File: config.mk
export PLATFORM = sky130hd
export DESIGN_NAME = tok_rate_adapter
export DESIGN_NICKNAME = d
export VERILOG_FILES = /design/src/rtl/tra_pkg.sv /design/src/rtl/tra_queue.sv /design/src/rtl/tra_pacer.sv /design/src/rtl/tra_hold.sv /design/src/rtl/tok_rate_adapter.sv
export SDC_FILE = /design/constraint.sdc
export NUM_CORES = 1
export LEC_CHECK = 0
export BUFFER_PORTS_ARGS = -buffer_cell sky130_fd_sc_hd__buf_4
export CAP_MARGIN = 40
export CORE_ASPECT_RATIO = 1.1
export CORE_MARGIN = 4
export CORE_UTILIZATION = 54
export DETAILED_ROUTE_END_ITERATION = 7
export PLACE_DENSITY = 0.76
export SLEW_MARGIN = 20
export SYNTH_ARGS = -nofsm -noshare
export SYNTH_HDL_FRONTEND = slang
export SYNTH_HIERARCHICAL = 1
export SYNTH_SLANG_ARGS = --single-unit
export TNS_END_PERCENT = 50
File: constraint.sdc
create_clock -name clk -period 4.4 [get_ports clk]
set_input_delay 0.66 -clock clk [delete_from_list [all_inputs] [get_ports clk]]
set_output_delay 0.66 -clock clk [all_outputs]
set_load 0.02 [all_outputs]
File: src/rtl/tra_pkg.sv
package tra_pkg;

  // Period value actually used: a zero setting behaves like one cycle.
  function automatic logic [31:0] eff_period(input logic [31:0] p);
    return (p == 32'd0) ? 32'd1 : p;
  endfunction

endpackage

File: src/rtl/tra_queue.sv
module tra_queue #(
  parameter int DW = 16,
  parameter int AW = 3
) (
  input  logic          clk,
  input  logic          rst_n,
  input  logic          push,
  input  logic [DW-1:0] push_data,
  input  logic          pop,
  output logic [DW-1:0] head,
  output logic          empty,
  output logic          full
);
  localparam int DEPTH = 1 << AW;

  logic [DW-1:0] mem [DEPTH];
  logic [AW-1:0] wr_q, wr_d, rd_q, rd_d;
  logic [AW:0]   cnt_q, cnt_d;
  logic          do_push, do_pop;

  assign full    = (cnt_q == (AW+1)'(DEPTH));
  assign empty   = (cnt_q == '0);
  assign do_push = push && !full;
  assign do_pop  = pop && !empty;
  assign head    = mem[rd_q];

  always_comb begin
    wr_d  = wr_q;
    rd_d  = rd_q;
    cnt_d = cnt_q;
    if (do_push) wr_d = wr_q + 1'b1;
    if (do_pop)  rd_d = rd_q + 1'b1;
    case ({do_push, do_pop})
      2'b10:   cnt_d = cnt_q + 1'b1;
      2'b01:   cnt_d = cnt_q - 1'b1;
      default: cnt_d = cnt_q;
    endcase
  end

  always_ff @(posedge clk or negedge rst_n) begin
    if (!rst_n) begin
      wr_q  <= '0;
      rd_q  <= '0;
      cnt_q <= '0;
    end else begin
      wr_q  <= wr_d;
      rd_q  <= rd_d;
      cnt_q <= cnt_d;
    end
  end

  // Storage has no reset; each word is written only under its enable.
  always_ff @(posedge clk) begin
    if (do_push) mem[wr_q] <= push_data;
  end

  // occupancy can never pass the queue depth
  a_r2_no_overflow: assert property (@(posedge clk) disable iff (!rst_n)
    cnt_q <= (AW+1)'(DEPTH));

  // a removal request only arrives while tokens are stored
  a_r4_pop_nonempty: assert property (@(posedge clk) disable iff (!rst_n)
    pop |-> !empty);

endmodule

File: src/rtl/tra_pacer.sv
module tra_pacer #(
  parameter int CNT_W = 16
) (
  input  logic             clk,
  input  logic             rst_n,
  input  logic [CNT_W-1:0] period,
  output logic             tick
);
  import tra_pkg::*;

  logic [CNT_W-1:0] cnt_q, cnt_d;
  logic [CNT_W:0]   eff;
  logic [CNT_W:0]   nxt_count;

  always_comb begin
    eff       = (CNT_W+1)'(eff_period(32'(period)));
    nxt_count = {1'b0, cnt_q} + 1'b1;
    // Compare with >= so that a shortened period fires right away.
    tick      = (nxt_count >= eff);
    cnt_d     = tick ? '0 : cnt_q + 1'b1;
  end

  always_ff @(posedge clk or negedge rst_n) begin
    if (!rst_n) cnt_q <= '0;
    else        cnt_q <= cnt_d;
  end

  // with a steady period the count stays inside the interval
  a_r3_count_in_range: assert property (@(posedge clk) disable iff (!rst_n)
    $stable(period) |-> ({1'b0, cnt_q} < eff) || $changed(period));

endmodule

File: src/rtl/tra_hold.sv
module tra_hold #(
  parameter int DW = 16
) (
  input  logic          clk,
  input  logic          rst_n,
  input  logic          tick,
  input  logic          q_empty,
  input  logic [DW-1:0] q_head,
  input  logic          clr_err,
  output logic          pop,
  output logic [DW-1:0] data_o,
  output logic          valid_o,
  output logic          stb_o,
  output logic          uf_o,
  output logic          err_o
);
  logic [DW-1:0] data_d;
  logic          valid_d, uf_d, err_d;

  always_comb begin
    pop     = tick && !q_empty;
    uf_d    = tick && q_empty;
    data_d  = pop ? q_head : data_o;
    valid_d = valid_o || pop;
    if (uf_d)         err_d = 1'b1;
    else if (clr_err) err_d = 1'b0;
    else              err_d = err_o;
  end

  always_ff @(posedge clk or negedge rst_n) begin
    if (!rst_n) begin
      data_o  <= '0;
      valid_o <= 1'b0;
      stb_o   <= 1'b0;
      uf_o    <= 1'b0;
      err_o   <= 1'b0;
    end else begin
      data_o  <= data_d;
      valid_o <= valid_d;
      stb_o   <= tick;
      uf_o    <= uf_d;
      err_o   <= err_d;
    end
  end

  // held value moves only at a sample instant
  a_r5_hold_between: assert property (@(posedge clk) disable iff (!rst_n)
    !stb_o |-> $stable(data_o));

  // an underflow instant leaves the held value untouched
  a_r6_keep_on_underflow: assert property (@(posedge clk) disable iff (!rst_n)
    uf_o |-> $stable(data_o) && smp_seen(stb_o));

  // every underflow leaves the sticky bit set
  a_r7_err_follows_uf: assert property (@(posedge clk) disable iff (!rst_n)
    uf_o |-> err_o);

  // once valid, always valid
  a_r8_valid_sticks: assert property (@(posedge clk) disable iff (!rst_n)
    valid_o |=> valid_o);

  function automatic logic smp_seen(input logic s);
    return s;
  endfunction

endmodule

File: src/rtl/tok_rate_adapter.sv
module tok_rate_adapter #(
  parameter int DW    = 16,
  parameter int AW    = 3,
  parameter int CNT_W = 16
) (
  input  logic             clk,
  input  logic             rst_n,
  input  logic [CNT_W-1:0] period_i,
  input  logic             in_valid_i,
  input  logic [DW-1:0]    in_data_i,
  output logic             in_ready_o,
  input  logic             clr_err_i,
  output logic [DW-1:0]    out_data_o,
  output logic             out_valid_o,
  output logic             smp_stb_o,
  output logic             uflow_o,
  output logic             err_o
);
  logic          tick, pop, q_empty, q_full;
  logic [DW-1:0] q_head;

  assign in_ready_o = !q_full;

  tra_pacer #(.CNT_W(CNT_W)) u_pacer (
    .clk    (clk),
    .rst_n  (rst_n),
    .period (period_i),
    .tick   (tick)
  );

  tra_queue #(.DW(DW), .AW(AW)) u_queue (
    .clk       (clk),
    .rst_n     (rst_n),
    .push      (in_valid_i),
    .push_data (in_data_i),
    .pop       (pop),
    .head      (q_head),
    .empty     (q_empty),
    .full      (q_full)
  );

  tra_hold #(.DW(DW)) u_hold (
    .clk     (clk),
    .rst_n   (rst_n),
    .tick    (tick),
    .q_empty (q_empty),
    .q_head  (q_head),
    .clr_err (clr_err_i),
    .pop     (pop),
    .data_o  (out_data_o),
    .valid_o (out_valid_o),
    .stb_o   (smp_stb_o),
    .uf_o    (uflow_o),
    .err_o   (err_o)
  );

  // an underflow pulse only accompanies a sample strobe
  a_r6_uf_with_stb: assert property (@(posedge clk) disable iff (!rst_n)
    uflow_o |-> smp_stb_o);

endmodule

==> results of run 1 <==
==> report_power, final <==
group / total, uW / internal [uW] / switching (uW) / leakage, uW
sequential: 2150 / 2020 / 133 / 0.00177
combinational: 665 / 296 / 368 / 0.00144
clock: 1420 / 791 / 632 / 0.000274
==> worst reg2reg max path, stage by stage, from the launching register on <==
cell      delay (ns)
dfrtp_1         0.40
and4_4          0.27
and3_4          0.22
nand4_1         0.12
xnor2_1         0.16
ha_1            0.30
nand4_1         0.13
or4_4           0.55
o211ai_4        0.19
nor2b_4         0.18
o41ai_2         0.11
inv_2           0.11
ha_4            0.19
ha_4            0.23
or4b_2          0.65
o311ai_1        0.14
o211ai_1        0.12
==> logic make-up (layout without fill, tap and decap cells) <==
kind of cell | after synthesis | count (layout) | synth area share (%)
flops | 174 | 174 | 66.2
buf+inv | 39 | 133 | 2.80
simple gates | 82 | 82 | 6.07
mux | 67 | 67 | 16.4
fa+ha+maj | 23 | 23 | 3.92
xor+xnor | 20 | 20 | 2.32
compound gates | 24 | 24 | 2.22
==> cells in the mapped netlist (2+ instances only) <==
library cell / number / area share [%]
nor4_1: 4 / 0.33
mux4_2: 7 / 2.1
a21oi_1: 8 / 0.53
nor2b_1: 15 / 1.2
o21ai_0: 3 / 0.20
nor2_1: 13 / 0.65
mux4_1: 25 / 8.7
a21o_1: 3 / 0.30
dfrtp_1: 46 / 15
nand2b_1: 2 / 0.17
buf_2: 2 / 0.13
and3_1: 2 / 0.17
nor3b_1: 3 / 0.30
ha_1: 22 / 3.7
xnor2_1: 13 / 1.5
nor3_1: 4 / 0.27
mux2_2: 26 / 3.9
xor2_1: 7 / 0.81
nand4_1: 4 / 0.33
edfxtp_1: 128 / 51
inv_1: 25 / 1.2
mux2_4: 8 / 1.6
nand2_1: 16 / 0.80
nand3_1: 10 / 0.66
buf_6: 6 / 0.90
clkbuf_1: 3 / 0.15
==> flip-flops by register name, indices dropped and copies added (netlist names) <==
name / count
u_hold/data_o: 16
u_hold/err_o: 1
u_hold/stb_o: 1
u_hold/uf_o: 1
u_hold/valid_o: 1
u_pacer/cnt_q: 16
u_queue/cnt_q: 4
u_queue/mem: 128
u_queue/rd_q: 3
u_queue/wr_q: 3
==> final cells by class <==
| class | instances | area [um2] |
|---|---|---|
| Multi-Input combinational cell | 216 | 2430 |
| Timing Repair Buffer | 76 | 626 |
| Sequential cell | 174 | 5000 |
| Clock buffer | 18 | 429 |
| Fill cell | 987 | 4800 |
| Inverter | 25 | 93.8 |
| Clock inverter | 14 | 133 |
| Tap cell | 188 | 235 |
==> how the worst max path moves through the flow <==
stage / end / slack (ns)
3_3_place_gp: u_queue/cnt_q[3]$_DFFE_PN0P_ / 0.28
2_1_floorplan: u_queue/cnt_q[3]$_DFFE_PN0P_ / 0.01
5_1_grt: u_queue/cnt_q[3]$_DFFE_PN0P_ / -0.02
3_5_place_dp: u_queue/cnt_q[3]$_DFFE_PN0P_ / 0.11
4_1_cts: u_queue/cnt_q[3]$_DFFE_PN0P_ / 0.07
6_report: u_queue/cnt_q[3]$_DFFE_PN0P_ / 0.21
==> repair_timing <==
action | CTS | global route
endpoints found under the setup margin | 0 | 1
hold endpoints to repair | 0 | 0
hold buffers | 0 | 0
resized for setup | 0 | 5
buffers inserted | 0 | 4
==> through the flow <==
| step | power, uW | cells | area [um2] | hold WS [ns] | util [%] |
|---|---|---|---|---|---|
| finish | 4240 | 711 | 8940 | 0.268 | 65.1 |
| global route | 4430 | 711 | 8940 | 0.307 | 65.1 |
| CTS | 4260 | 706 | 8890 | 0.278 | 64.7 |
| detailed placement | 2830 | 674 | 8330 | 0.477 | 60.6 |
| global placement | 2770 | 669 | 8240 | 0.462 | 59.9 |
| floorplan | 2560 | 429 | 7600 | 0.364 | - |
==> placed cells by master, fill, tap and decap left out, types with 4 or more instances in the layout <==
cell       synthesis  layout
xor2_1             7       7
mux4_2             7       7
dfrtp_1           46      45
buf_4              0      72
xnor2_1           13      13
inv_1             25      24
mux2_4             8       8
clkbuf_16          0      17
nand3_1           10      10
nand2_1           16      16
nand4_1            4       4
a21oi_1            8       8
mux4_1            25      25
nor4_1             4       4
nor2_1            13      13
nor2b_1           15      15
ha_1              22      20
mux2_2            26      26
edfxtp_1         128     128
==> per-layer routing <==
layer	track usage, %	part of all wire [%]	wire (um)	up-vias
met3	4.76	4.4	619	13
met1	24.2	42	5980	2021
met5	0	0	0	-
li1	-	-	-	1834
met2	32.2	52	7410	94
met4	5.98	1.0	142	0
==> results.py, run 1 <==
metrics = {
    "status": {
        "status": "completed",
    },
    "critical_path": {
        "critPathBufInv": 1,
        "worstPathRequired_ns": 4.69,
        "crit_path_top_delay_cell": "or4b_2",
        "crit_path_end_kind": "flip-flop",
        "path_class": "flip-flop to flip-flop",
        "r2r_end": "u_queue/cnt_q[3]$_DFFE_PN0P_",
        "rr_worst_depth": 16,
        "arrival_ns": 4.48,
        "crit_path_start": "u_pacer/cnt_q[4]$_DFF_PN0_",
        "cp_max_fo": 8,
        "start_kind": "flip-flop",
        "slowest_delay_ns": 0.65,
        "cp.depth": 16,
        "cp_top_family": "simple AND/OR/NAND/NOR gates",
        "r2r_slack_ns": 0.21,
        "timing.rr.start": "u_pacer/cnt_q[4]$_DFF_PN0_",
        "crit_chain": "and4_4 -> and3_4 -> nand4_1 -> xnor2_1 -> ha_1 -> nand4_1 -> or4_4 -> o211ai_4 -> nor2b_4 -> o41ai_2 -> inv_2 -> ha_4 -> ha_4 -> or4b_2 -> o311ai_1 -> o211ai_1",
    },
    "synthesis": {
        "ys.flop_type": "edfxtp_1",
        "syn-num-nets": 488,
        "synth_edf_count": 128,
        "syn_area_per_cell_um2": 17.6,
        "synth-seq-cells": 174,
        "synthCells": 429,
        "synth-async-reset-ratio_pct": 26.4,
        "yosys.cell_types.count": 50,
        "syn-cell-area_um2": 7540,
        "yosysSeqAreaShare_pct": 66.2,
        "synth_warnings": 6,
    },
    "place": {
        "place_worst_setup_slack_ns": 0.113,
        "place.gp.congestion": 0.847,
        "dp_hpwl_mm": 9.22,
        "port_buffers": 56,
    },
    "timing": {
        "slew_violations": 0,
        "finalSetupViolations": 0,
        "max_slew_margin_pct": 56.8,
        "tns_ns": 0,
        "min_period_ns": 4.19,
        "hold_viol": 0,
        "layout_setup_ws_ns": 0.209,
        "clock-skew-final_ns": 0.00603,
        "max_clock_freq_mhz": 239,
        "period_share_pct": 95.2,
        "worstMarginPinSlew_ns": 0.648,
    },
    "finish": {
        "drive_gt1_share_pct": 31.7,
        "layout.nets": 569,
        "num_antenna_cells": 0,
        "areaGrowthSynthToFinish_pct": 18.6,
    },
    "power_and_ir_drop": {
        "vdd_ir_drop_max_mv": 0.316,
        "p_per_area_nw_per_um2": 474,
        "p_leak_uw": 0.00349,
    },
    "floorplan": {
        "rows": 45,
        "die_h_um": 132,
        "dieArea_um2": 15900,
        "core_area_um2": 13700,
        "boundaryPins": 57,
        "start_util_pct": 54.9,
        "die-width_um": 121,
    },
    "run": {
        "drv_cap": 0,
    },
    "route": {
        "drt_iter0_drc": 223,
        "via_per_inst": 5.57,
        "drt_drc_violations_left": 0,
        "first_pass_iters": 4,
        "drt_wl_total_mm": 14.2,
        "drtAntennaViolNets": 0,
        "vias": 3962,
        "wl_per_cell_um": 19.9,
    },
    "clock_network": {
        "clockRootBuffer": "clkbuf_16",
        "clk_latency_ns": 0.42,
        "cts_tree": "done",
        "clock_path_buffers": 2,
        "cts_buffers": 17,
        "htree_levels": 4,
        "cts_num_sinks": 174,
        "clk_pin_slew_worst_paths_ns": 0.07,
    },
    "global_route": {
        "grt_max_degree": 47,
        "grt_pass1_wl_mm": 22.5,
        "antenna_found_initial": 0,
        "grt_pass1_vias": 4137,
        "grt_overflow_total": 0,
        "track_usage_pct": 19.0,
    },
    "worst_hold_path": {
        "hold_class": "input port to asynchronous set/reset pin",
    },
}
No activity file was read; power rests on OpenSTA's default activity.
==> run 2: changes to the inputs <==
--- a/config.mk
+++ b/config.mk
@@ -8,7 +8,6 @@
 export BUFFER_PORTS_ARGS = -buffer_cell sky130_fd_sc_hd__buf_4
 export CAP_MARGIN = 40
 export CORE_ASPECT_RATIO = 1.1
-export CORE_MARGIN = 4
 export CORE_UTILIZATION = 54
 export DETAILED_ROUTE_END_ITERATION = 7
 export PLACE_DENSITY = 0.76
==> run 2 against run 1 <==
Compared with the run above: clock skew rose by 0.0030 ns; clock-buffer cell count is 2 higher; cell count down 0.84%; largest power group unchanged; highest routed layer unchanged.
==> results.py, run 2 (synthesis gave the netlist of run 1 again) <==
metrics = {
    "clock_network": {
        "clk_latency_ns": 0.42,
        "clock_path_buffers": 2,
        "htree_levels": 4,
        "cts_buffers": 17,
        "clockRootBuffer": "clkbuf_16",
        "cts_num_sinks": 174,
        "clk_pin_slew_worst_paths_ns": 0.06,
        "ctsHoldBuffers": 0,
        "cts_tree": "done",
    },
    "critical_path": {
        "r2r_slack_ns": 0.18,
        "crit_end": "u_queue/cnt_q[3]$_DFFE_PN0P_",
        "r2r_end": "u_queue/cnt_q[3]$_DFFE_PN0P_",
        "path_class": "flip-flop to flip-flop",
        "crit_path_start": "u_pacer/cnt_q[2]$_DFF_PN0_",
        "worstPathRequired_ns": 4.68,
        "timing.rr.start": "u_pacer/cnt_q[2]$_DFF_PN0_",
        "cp_max_fo": 6,
        "crit_path_end_kind": "flip-flop",
        "arrival_ns": 4.51,
        "start_kind": "flip-flop",
        "rr_worst_depth": 16,
    },
    "place": {
        "dp_hpwl_mm": 8.65,
        "place.gp.congestion": 0.780,
        "place_worst_setup_slack_ns": 0.151,
        "port_buffers": 56,
    },
    "global_route": {
        "track_usage_pct": 21.5,
        "grt_pass1_wl_mm": 22.4,
        "grt_overflow_total": 0,
        "grt_max_degree": 47,
        "antenna_found_initial": 0,
        "grt_pass1_vias": 4084,
    },
    "run": {
        "drv_cap": 0,
    },
    "power_and_ir_drop": {
        "finalPower_uw": 4270,
        "p_leak_uw": 0.00348,
        "p_per_area_nw_per_um2": 478,
        "vdd_ir_drop_max_mv": 0.371,
    },
    "route": {
        "drt_iter0_drc": 220,
        "drt_drc_violations_left": 0,
        "drt_wl_total_mm": 14.3,
        "first_pass_iters": 4,
        "wl_per_cell_um": 20.3,
        "vias": 4001,
        "via_per_inst": 5.68,
        "drtAntennaViolNets": 0,
    },
    "timing": {
        "hold_viol": 0,
        "worst_hold_slack_ns": 0.264,
        "clock-skew-final_ns": 0.00900,
        "tns_ns": 0,
        "layout_setup_ws_ns": 0.176,
        "worstMarginPinSlew_ns": 0.625,
        "period_share_pct": 96.0,
        "max_slew_margin_pct": 58.3,
        "min_period_ns": 4.22,
        "finalSetupViolations": 0,
        "rsz0062_at_grt": "false",
        "max_clock_freq_mhz": 237,
        "slew_violations": 0,
    },
    "finish": {
        "max_flop_register": "u_queue/mem",
        "layout_commonest_cell": "edfxtp_1",
        "largest_register_ffs": 128,
        "seq_area_um2": 4990,
        "areaGrowthSynthToFinish_pct": 18.5,
        "final_core_util_pct": 66.5,
        "final_cell_mix": "edfxtp_1 (128), buf_4 (71), dfrtp_1 (46), mux2_2 (26)",
        "num_antenna_cells": 0,
        "drive_gt1_share_pct": 31.5,
        "fillers": 922,
        "multi_input_area_um2": 2440,
        "layout.nets": 567,
        "reg_top3": "u_queue/mem (128), u_hold/data_o (16), u_pacer/cnt_q (16)",
    },
    "floorplan": {
        "die-width_um": 115,
        "core_area_um2": 13400,
        "boundaryPins": 57,
        "start_util_pct": 56.1,
        "rows": 44,
        "dieArea_um2": 14400,
        "die_h_um": 126,
    },
    "worst_hold_path": {
        "hold_class": "input port to asynchronous set/reset pin",
    },
    "status": {
        "status": "completed",
    },
}
-- run 2: final cells by class --
| class | instances | share of cell area, % |
|---|---|---|
| well taps | 184 | 2.58 |
| flip-flops and latches | 174 | 55.9 |
| inverters | 25 | 1.05 |
| repair buffers | 74 | 6.61 |
| multi-input cells | 216 | 27.3 |
| clock inverters | 12 | 1.54 |
| clock buffers | 20 | 5.00 |
-- run 2: metrics by stage --
step	cell area, um2	cells
detailed placement	8290	668
global placement	8230	665
finish	8930	705
global route	8930	705
CTS	8870	700
floorplan	7600	429
-- run 2: repair_timing --
action                                  CTS  global route
buffers inserted                          0             5
resized for setup                         0             5
endpoints found under the setup margin    0             1
-- run 2: worst min path at each step --
stage	slack, ns	startpoint	to	cells past startpoint
floorplan	0.36	rst_n	u_hold/data_o[0]$_DFFE_PN0P_	0
global placement	0.46	u_hold/valid_o$_DFF_PN0_	u_hold/valid_o$_DFF_PN0_	1
detailed placement	0.46	u_hold/valid_o$_DFF_PN0_	u_hold/valid_o$_DFF_PN0_	1
CTS	0.27	rst_n	u_hold/data_o[15]$_DFFE_PN0P_	1
global route	0.30	rst_n	u_queue/cnt_q[0]$_DFFE_PN0P_	1
finish	0.26	rst_n	u_hold/err_o$_DFFE_PN0P_	1
-- run 2: critical path: stages, from the launching register on --
cell	delay [ns]
dfrtp_1	0.46
and3_4	0.26
and3_4	0.21
nand3_1	0.10
xnor2_1	0.16
ha_1	0.33
nand3_2	0.09
or4_4	0.55
o211ai_4	0.20
nor2b_4	0.18
o41ai_2	0.10
inv_1	0.12
ha_4	0.18
ha_4	0.22
or4b_2	0.64
o311ai_1	0.12
o211ai_1	0.15
-- run 2: routing by layer --
| metal | global-route usage [%] | vias to the layer above | share of wire (%) |
|---|---|---|---|
| met5 | 0 | - | 0 |
| met1 | 27.7 | 2065 | 42 |
| met2 | 36.6 | 101 | 53 |
| li1 | - | 1822 | - |
| met4 | 6.88 | 0 | 1.2 |
| met3 | 4.76 | 13 | 4.0 |
-- run 2: power by group --
part,total [uW],switching [uW],internal [uW]
Combinational,650,365,286
Sequential,2160,142,2020
Clock,1470,609,856
Total,4270,1120,3160
